## config.mk

```make
export PLATFORM = sky130hd
export DESIGN_NAME = boot_image_walker
export DESIGN_NICKNAME = d
export VERILOG_FILES = /design/src/rtl/bootwalk_pkg.sv /design/src/rtl/bootwalk_datapath.sv /design/src/rtl/bootwalk_ctrl.sv /design/src/rtl/boot_image_walker.sv
export SDC_FILE = /design/constraint.sdc
export NUM_CORES = 1
export LEC_CHECK = 0
export ABC_AREA = 1
export ABC_CLOCK_PERIOD_IN_PS = 3650
export BUFFER_PORTS_ARGS = -buffer_cell sky130_fd_sc_hd__buf_2
export CAP_MARGIN = 15
export CELL_PAD_IN_SITES_DETAIL_PLACEMENT = 0
export CELL_PAD_IN_SITES_GLOBAL_PLACEMENT = 1
export CORE_ASPECT_RATIO = 1.5
export CORE_MARGIN = 10
export CORE_UTILIZATION = 40
export DETAILED_ROUTE_END_ITERATION = 16
export PLACE_DENSITY_LB_ADDON = 0.08
export SLEW_MARGIN = 30
export SYNTH_ARGS = -nofsm -noshare
export SYNTH_HDL_FRONTEND = slang
export SYNTH_SLANG_ARGS = --single-unit
```

## constraint.sdc

```tcl
create_clock -name clk -period 3.65 [get_ports clk]
set_clock_uncertainty 0.2 [all_clocks]
set_input_delay 0.5475 -clock clk [delete_from_list [all_inputs] [get_ports clk]]
set_output_delay 0.5475 -clock clk [all_outputs]
set_load 0.05 [all_outputs]
```

## src/rtl/bootwalk_pkg.sv

```systemverilog
package bootwalk_pkg;

  typedef enum logic [1:0] {
    BLK_FINAL = 2'd0,
    BLK_COPY  = 2'd1,
    BLK_ZERO  = 2'd2,
    BLK_BAD   = 2'd3
  } blkKind_e;

  typedef enum logic [2:0] {
    WR_NONE = 3'd0,
    WR_COPY = 3'd1,
    WR_ZERO = 3'd2,
    WR_BODY = 3'd3,
    WR_TAIL = 3'd4
  } wrSrc_e;

  // control -> datapath
  typedef struct packed {
    logic   ptrInit;
    logic   ptrStep;
    logic   ptrSkip;
    logic   tagLoad;
    logic   destLoad;
    logic   idxClr;
    logic   idxStep;
    logic   stageLoad;
    wrSrc_e wrSrc;
  } strobe_t;

  // datapath -> control
  typedef struct packed {
    blkKind_e blkKind;
    logic     idMatch;
    logic     countZero;
    logic     lastCount;
    logic     lastStage;
    logic     lastBody;
  } status_t;

endpackage

```

## src/rtl/bootwalk_datapath.sv

```systemverilog
module bootwalk_datapath
  import bootwalk_pkg::*;
#(
  parameter int DATA_W    = 32,
  parameter int ROM_AW    = 16,
  parameter int MEM_AW    = 32,
  parameter int CNT_W     = 16,
  parameter int ID_W      = 3,
  parameter int ROM_BASE  = 'h400,
  parameter int STAGE_N   = 4,
  parameter int FINAL_LEN = 256
) (
  input  logic              clk,
  input  logic              rstN,
  input  strobe_t           stb,
  input  logic [ID_W-1:0]   localId,
  input  logic [DATA_W-1:0] romData,
  output logic [ROM_AW-1:0] romAddr,
  output status_t           st,
  output logic              memWe,
  output logic [MEM_AW-1:0] memAddr,
  output logic [DATA_W-1:0] memData
);

  localparam int KIND_HI = DATA_W - 1;
  localparam int KIND_LO = DATA_W - 2;
  localparam int ID_HI   = DATA_W - 3;
  localparam int ID_LO   = ID_HI - ID_W + 1;
  localparam int STG_W   = (STAGE_N > 1) ? $clog2(STAGE_N) : 1;
  localparam logic [CNT_W-1:0]  CNT_ONE    = CNT_W'(1);
  localparam logic [CNT_W-1:0]  STAGE_LAST = CNT_W'(STAGE_N - 1);
  localparam logic [CNT_W-1:0]  BODY_LAST  = CNT_W'(FINAL_LEN - 1);
  localparam logic [ROM_AW-1:0] FINAL_SKIP = ROM_AW'(FINAL_LEN);

  logic [ROM_AW-1:0] romPtr;
  blkKind_e          tagKind;
  logic [ID_W-1:0]   tagId;
  logic [CNT_W-1:0]  tagCount;
  logic [MEM_AW-1:0] destAddr;
  logic [CNT_W-1:0]  idx;
  logic [DATA_W-1:0] stage [STAGE_N];
  logic [ROM_AW-1:0] skipLen;

  assign romAddr = romPtr;

  always_comb begin
    case (tagKind)
      BLK_COPY:  skipLen = ROM_AW'(tagCount);
      BLK_FINAL: skipLen = FINAL_SKIP;
      default:   skipLen = '0;
    endcase
  end

  always_ff @(posedge clk or negedge rstN) begin
    if (!rstN) begin
      romPtr <= '0;
    end else if (stb.ptrInit) begin
      romPtr <= ROM_AW'(ROM_BASE);
    end else if (stb.ptrSkip) begin
      romPtr <= romPtr + skipLen;
    end else if (stb.ptrStep) begin
      romPtr <= romPtr + ROM_AW'(1);
    end
  end

  always_ff @(posedge clk or negedge rstN) begin
    if (!rstN) begin
      tagKind  <= BLK_FINAL;
      tagId    <= '0;
      tagCount <= '0;
      destAddr <= '0;
    end else begin
      if (stb.tagLoad) begin
        tagKind  <= blkKind_e'(romData[KIND_HI:KIND_LO]);
        tagId    <= romData[ID_HI:ID_LO];
        tagCount <= romData[CNT_W-1:0];
      end
      if (stb.destLoad) destAddr <= romData[MEM_AW-1:0];
    end
  end

  always_ff @(posedge clk or negedge rstN) begin
    if (!rstN)            idx <= '0;
    else if (stb.idxClr)  idx <= '0;
    else if (stb.idxStep) idx <= idx + CNT_ONE;
  end

  always_ff @(posedge clk or negedge rstN) begin
    if (!rstN) begin
      for (int i = 0; i < STAGE_N; i++) stage[i] <= '0;
    end else if (stb.stageLoad) begin
      stage[idx[STG_W-1:0]] <= romData;
    end
  end

  assign st.blkKind   = tagKind;
  assign st.idMatch   = (tagId == localId);
  assign st.countZero = (tagCount == '0);
  assign st.lastCount = (idx == tagCount - CNT_ONE);
  assign st.lastStage = (idx == STAGE_LAST);
  assign st.lastBody  = (idx == BODY_LAST);

  always_comb begin
    memWe   = 1'b1;
    memAddr = '0;
    memData = '0;
    case (stb.wrSrc)
      WR_COPY: begin
        memAddr = destAddr + MEM_AW'(idx);
        memData = romData;
      end
      WR_ZERO: begin
        memAddr = destAddr + MEM_AW'(idx);
      end
      WR_BODY: begin
        memAddr = MEM_AW'(idx);
        memData = romData;
      end
      WR_TAIL: begin
        memAddr = MEM_AW'(idx);
        memData = stage[idx[STG_W-1:0]];
      end
      default: memWe = 1'b0;
    endcase
  end

  // zero fill reads nothing from ROM
  assert_zero_no_rom_R4: assert property (@(posedge clk) disable iff (!rstN)
    (stb.wrSrc == WR_ZERO) |=> (romPtr == $past(romPtr)));

  // each copied word consumes exactly one ROM word
  assert_copy_advance_R3: assert property (@(posedge clk) disable iff (!rstN)
    (stb.wrSrc == WR_COPY) |=> (romPtr == $past(romPtr) + ROM_AW'(1)));

  assert_tail_low_R8: assert property (@(posedge clk) disable iff (!rstN)
    (stb.wrSrc == WR_TAIL) |-> (memAddr < MEM_AW'(STAGE_N)));

  assert_body_range_R8: assert property (@(posedge clk) disable iff (!rstN)
    (stb.wrSrc == WR_BODY) |-> (memAddr >= MEM_AW'(STAGE_N) && memAddr < MEM_AW'(FINAL_LEN)));

endmodule

```

## src/rtl/bootwalk_ctrl.sv

```systemverilog
module bootwalk_ctrl
  import bootwalk_pkg::*;
#(
  parameter int MEM_AW   = 32,
  parameter int ENTRY_PC = 0
) (
  input  logic              clk,
  input  logic              rstN,
  input  logic              bootGo,
  input  status_t           st,
  output strobe_t           stb,
  output logic              bootDone,
  output logic              bootError,
  output logic [MEM_AW-1:0] startPc
);

  typedef enum logic [3:0] {
    S_IDLE, S_TAG0, S_TAG1, S_DISPATCH, S_COPY, S_ZERO,
    S_STAGE, S_BODY, S_TAIL, S_DONE, S_ERR
  } state_e;

  state_e state, nxt;

  always_ff @(posedge clk or negedge rstN) begin
    if (!rstN) state <= S_IDLE;
    else       state <= nxt;
  end

  always_comb begin
    nxt = state;
    stb = '0;
    case (state)
      S_IDLE, S_ERR: begin
        if (bootGo) begin
          stb.ptrInit = 1'b1;
          nxt = S_TAG0;
        end
      end
      S_TAG0: begin
        stb.tagLoad = 1'b1;
        stb.ptrStep = 1'b1;
        nxt = S_TAG1;
      end
      S_TAG1: begin
        stb.destLoad = 1'b1;
        stb.ptrStep  = 1'b1;
        stb.idxClr   = 1'b1;
        nxt = S_DISPATCH;
      end
      S_DISPATCH: begin
        if (st.blkKind == BLK_BAD) begin
          nxt = S_ERR;
        end else if (!st.idMatch) begin
          stb.ptrSkip = 1'b1;
          nxt = S_TAG0;
        end else begin
          case (st.blkKind)
            BLK_COPY: nxt = st.countZero ? S_TAG0 : S_COPY;
            BLK_ZERO: nxt = st.countZero ? S_TAG0 : S_ZERO;
            default:  nxt = S_STAGE;
          endcase
        end
      end
      S_COPY: begin
        stb.wrSrc   = WR_COPY;
        stb.ptrStep = 1'b1;
        stb.idxStep = 1'b1;
        if (st.lastCount) nxt = S_TAG0;
      end
      S_ZERO: begin
        stb.wrSrc   = WR_ZERO;
        stb.idxStep = 1'b1;
        if (st.lastCount) nxt = S_TAG0;
      end
      S_STAGE: begin
        stb.stageLoad = 1'b1;
        stb.ptrStep   = 1'b1;
        stb.idxStep   = 1'b1;
        if (st.lastStage) nxt = S_BODY;
      end
      S_BODY: begin
        stb.wrSrc   = WR_BODY;
        stb.ptrStep = 1'b1;
        if (st.lastBody) begin
          stb.idxClr = 1'b1;
          nxt = S_TAIL;
        end else begin
          stb.idxStep = 1'b1;
        end
      end
      S_TAIL: begin
        stb.wrSrc   = WR_TAIL;
        stb.idxStep = 1'b1;
        if (st.lastStage) nxt = S_DONE;
      end
      S_DONE:  nxt = S_IDLE;
      default: nxt = S_IDLE;
    endcase
  end

  assign bootDone  = (state == S_DONE);
  assign bootError = (state == S_ERR);
  assign startPc   = bootDone ? MEM_AW'(ENTRY_PC) : '0;

  assert_done_pulse_R9: assert property (@(posedge clk) disable iff (!rstN)
    bootDone |=> !bootDone);

  assert_done_after_tail_R9: assert property (@(posedge clk) disable iff (!rstN)
    bootDone |-> ($past(stb.wrSrc) == WR_TAIL));

  assert_error_hold_R7: assert property (@(posedge clk) disable iff (!rstN)
    (bootError && !bootGo) |=> bootError);

  assert_error_entry_R7: assert property (@(posedge clk) disable iff (!rstN)
    $rose(bootError) |-> ($past(st.blkKind) == BLK_BAD));

  assert_error_quiet_R7: assert property (@(posedge clk) disable iff (!rstN)
    bootError |-> (stb.wrSrc == WR_NONE));

endmodule

```

## src/rtl/boot_image_walker.sv

```systemverilog
module boot_image_walker
  import bootwalk_pkg::*;
#(
  parameter int DATA_W    = 32,
  parameter int ROM_AW    = 16,
  parameter int MEM_AW    = 32,
  parameter int CNT_W     = 16,
  parameter int ID_W      = 3,
  parameter int ROM_BASE  = 'h400,
  parameter int STAGE_N   = 4,
  parameter int FINAL_LEN = 256,
  parameter int ENTRY_PC  = 0
) (
  input  logic              clk,
  input  logic              rstN,
  input  logic              bootGo,
  input  logic [ID_W-1:0]   localId,
  output logic [ROM_AW-1:0] romAddr,
  input  logic [DATA_W-1:0] romData,
  output logic              memWe,
  output logic [MEM_AW-1:0] memAddr,
  output logic [DATA_W-1:0] memData,
  output logic              bootDone,
  output logic [MEM_AW-1:0] startPc,
  output logic              bootError
);

  strobe_t stb;
  status_t st;

  bootwalk_ctrl #(
    .MEM_AW  (MEM_AW),
    .ENTRY_PC(ENTRY_PC)
  ) u_ctrl (
    .clk      (clk),
    .rstN     (rstN),
    .bootGo   (bootGo),
    .st       (st),
    .stb      (stb),
    .bootDone (bootDone),
    .bootError(bootError),
    .startPc  (startPc)
  );

  bootwalk_datapath #(
    .DATA_W   (DATA_W),
    .ROM_AW   (ROM_AW),
    .MEM_AW   (MEM_AW),
    .CNT_W    (CNT_W),
    .ID_W     (ID_W),
    .ROM_BASE (ROM_BASE),
    .STAGE_N  (STAGE_N),
    .FINAL_LEN(FINAL_LEN)
  ) u_dp (
    .clk    (clk),
    .rstN   (rstN),
    .stb    (stb),
    .localId(localId),
    .romData(romData),
    .romAddr(romAddr),
    .st     (st),
    .memWe  (memWe),
    .memAddr(memAddr),
    .memData(memData)
  );

endmodule

```

==> results.md <==
Floorplanning:
- The die is 237 um tall.
- The number of primary I/O pins is roughly 150.
- The region available for standard cell placement spans about 31000 um2.
- From left edge to right edge, the die measures 165 um.
- The die covers 39200 um2.
- The number of rows created at floorplan is 79.
- Once the floorplan was initialized, standard cells occupied ~41% of the core.

Logic synthesis:
- During synthesis, Yosys emitted a total of 0 warnings.
- The synthesized design contains 0 enable-type register cells.
- For this run, the leading register cell type out of synthesis is sky130_fd_sc_hd__dfrtp_1.
- Of all flip-flops after synthesis, the portion carrying an async set or reset was 100%.
- The number of different library cells in the post-synthesis netlist is 49.
- The cell count after synthesis is 1653.
- Dividing the synthesized area by the synthesized cell count gives roughly 7.6 um2.
- Sequential elements use 43.1% of the synthesized area.
- The number of synthesized register bits is roughly 220.
- The synthesized cell area is 12600 um2.

Routing:
- The routed wirelength normalized by instance count is 18.6 um.
- The average vias per placed instance is 5.26.
- For this block, the routed nets add up to 40.7 mm of wire.
- For this block, the via count after detailed routing is approximately 11000.
- The number of nets still failing antenna checks after routing is 0.
- The first detailed-routing pass took 7 iterations.
- The detailed router finished its first iteration with 874 violations.
- The residual DRC count is 0.

Place:
- The final estimated routing congestion in global placement is between 0.8 and 0.9.
- Detailed placement ended at an HPWL of 28.8 mm.
- The standard cell area after detailed placement is 13600 um2.
- During placement, the flow inserted port buffers numbering 120.
- The number of placed instances, taps included, is 2134.

Timing:
- Setup violations remaining at the end of the flow were counted as 0.
- The final worst-path cycle share is 98.7%.
- The final hold violation count was 0.
- The worst pin sits at a relative slew slack of between 40% and 50%.
- The final max-slew violation count is 0.
- The maximum clock frequency is 0.278 GHz.
- The time the worst path needs with I/O delays and setup is 3600 ps.
- At the pin with the least slew margin, the transition time is 828 ps.

Outcome:
- The flow ran to the end, and the final reports show no timing, DRC or antenna violations.

Global route:
- Entering global routing, the biggest net connects 90 pins.
- The number of antenna violations at the first check in global routing came to 1.
- The global-route wire length before repair is 64.6 mm.
- The number of global-route vias before repair was 11600.
- Global routing used 20.7% of the available tracks.
- The remaining global-route overflow is 0.

Clocking:
- The tree is rooted in a sky130_fd_sc_hd__clkbuf_16.
- The TritonCTS clock tree is built.
- The number of H-tree levels is 1.
- The clock insertion delay at the later pin of the skew report is ~550 ps.
- The maximum clock insertion buffer count is 3.
- Clock-pin slew was measured on the worst setup and hold paths at 60 ps.
- The count of clock tree sinks is 217.
- Buffers inserted during clock tree synthesis total 24.

Critical path:
- The worst register-to-register path begins at u_dp.tagId[1]$_DFFE_PN0P_.
- STA classifies the critical path endpoint as a primary output.
- The critical path starts at u_dp.idx[9]$_DFFE_PN0P_.
- Data on the critical path is required at its endpoint by 2900 ps.
- Data arrives at the worst endpoint at about 2900 ps.
- The start-to-end type of the worst setup path is reg2out.
- In this run the worst path has a maximum fanout of 7.
- The worst setup path is launched from a flop.

Power:
- The total power of the final layout is 11.1 mW.
- Summed over all cells, the static leakage comes to 7.54 nW.
- IR analysis of the VDD net gives a maximum drop of 0.355 mV.
- The clock network burns 21.9% of the power.
- Summed over all nets, the switching power comes to 5.06 mW.
- For this design the ratio of total power to cell area is between 700 and 800 nW/um2.
- Combinational logic is responsible for 44.3% of the overall power.
- Registers are responsible for 33.8% of the overall power.
- The internal power is 6.04 mW.
- The switching part of the total is 45.6%.

Final layout:
- The number of antenna diodes in the final layout is 0.
- The fill cell instance count of the final layout is 3191.
- The count of cells in the finished layout, fillers not included, comes to 2183.
- The most common cell after layout, fill and taps aside is sky130_fd_sc_hd__nand2_1.
- The finished layout cell area is 14700 um2.
- Measured on the finished design, the core utilization comes to 47.3%.
- The area growth from synthesis to layout is 16.4%.
- The final layout contains 1842 nets.
- The fraction of final layout cells sized beyond drive strength 1 is 15.7%.
- The top cell types in the final layout, fill and taps aside, are sky130_fd_sc_hd__nand2_1, sky130_fd_sc_hd__o21ai_0, sky130_fd_sc_hd__dfrtp_1, sky130_fd_sc_hd__inv_1, sky130_fd_sc_hd__a21oi_1.

Job:
- Across the run, the number of max-cap violations was 0.

Hold path:
- The hold path startpoint is romData[11].
- The path class of the tightest hold or removal check is in2reg.
-- metrics by stage --
step / setup TNS (ps) / hold slack, ps / setup slack [ps]
6_report: 0 / 32.7 / 46.6
5_1_grt: -99.3 / 56.8 / -86.1
4_1_cts: 0 / 19.8 / 8.91
3_5_place_dp: 0 / 274 / 178
3_3_place_gp: 0 / 267 / 234
2_1_floorplan: -26.9 / 51.9 / -26.9
-- routing by layer --
metal	vias up	part of all wire, %	global-route usage, %
li1	5683	-	-
met1	5456	42	25.6
met2	268	50	35.9
met3	68	4.9	2.99
met4	0	2.8	6.40
met5	-	0	0
-- logic make-up (layout without fill, tap and decap cells) --
family / after synthesis / after routing / synth area share (%)
XOR/XNOR: 31 / 31 / 2.15
AND/OR/NAND/NOR: 658 / 658 / 21.9
flip-flops: 217 / 217 / 43.1
other: 1 / 32 / 0.0298
AO/OA/AOI/OAI: 465 / 465 / 20.3
buffers and inverters: 239 / 333 / 8.22
adder cells (fa/ha/maj): 42 / 42 / 4.29
-- state kept, by name, summed over array words and instances (netlist names) --
| signal | cells |
|---|---|
| u_dp.idx | 16 |
| u_dp.romAddr | 16 |
| u_ctrl.state | 4 |
| u_dp.stage | 128 |
| u_dp.tagId | 3 |
| u_dp.destAddr | 32 |
| u_dp.tagCount | 16 |
| u_dp.tagKind | 2 |
-- repair_timing --
item,in CTS,in global routing
hold buffers,1,0
pin swaps,2,9
setup buffers,0,6
hold endpoints to repair,85,0
gates resized for setup,26,47
cloned,0,0
setup endpoints to repair,18,22
-- power by group through the flow --
stage / clock [mW] / combinational (mW) / sequential [mW]
after global routing: 2.59 / 5.58 / 3.86
after CTS: 2.49 / 4.89 / 3.74
after detailed placement: 0 / 4.85 / 3.77
after global placement: 0 / 4.81 / 3.76
final: 2.43 / 4.91 / 3.76
after floorplan: 0 / 3.47 / 3.80
-- final timing paths --
| check | to | slack [ps] | cells past startpoint |
|---|---|---|---|
| max | memAddr[20] | 50 | 11 |
| min reg2reg | u_dp.stage[55]$_DFFE_PN0P_ | 290 | 2 |
| max in group asynchronous | u_dp.idx[9]$_DFFE_PN0P_ | 1930 | 3 |
| min in group asynchronous | u_dp.romAddr[11]$_DFFE_PN0P_ | 390 | 2 |
| max reg2reg | u_dp.romAddr[14]$_DFFE_PN0P_ | 520 | 15 |
| min | u_dp.tagCount[11]$_DFFE_PN0P_ | 30 | 3 |
-- layout make-up --
class	instances	area, um2	share of cell area, %
clock buffer	31	688	4.69
clock inverter	11	82.6	0.563
inverter	138	520	3.55
multi-input combinational	1228	6490	44.3
sequential	217	5440	37.1
tap	405	507	3.46
timing repair buffer	153	937	6.39
-- Yosys cell counts, drive strengths merged, types with 32 or more instances --
library cell | number | area [um2]
o21ai | 279 | 1400
a21oi | 125 | 626
clkbuf | 57 | 214
nor2 | 111 | 462
inv | 137 | 517
a221o | 32 | 320
ha | 40 | 500
dfrtp | 217 | 5430
buf | 44 | 302
nand2 | 446 | 1700
nand3 | 60 | 333
-- critical path, cell delays in order (launching register included) --
cell	delay, ps
sky130_fd_sc_hd__dfrtp_2	470
sky130_fd_sc_hd__ha_4	280
sky130_fd_sc_hd__a21oi_1	270
sky130_fd_sc_hd__o21ai_0	150
sky130_fd_sc_hd__a21oi_1	280
sky130_fd_sc_hd__nand2_2	100
sky130_fd_sc_hd__nand2_1	70
sky130_fd_sc_hd__nand2_1	80
sky130_fd_sc_hd__nand2_2	130
sky130_fd_sc_hd__xor2_1	80
sky130_fd_sc_hd__nor2_1	200
sky130_fd_sc_hd__buf_6	200
No activity file was read; power rests on OpenSTA's default activity.
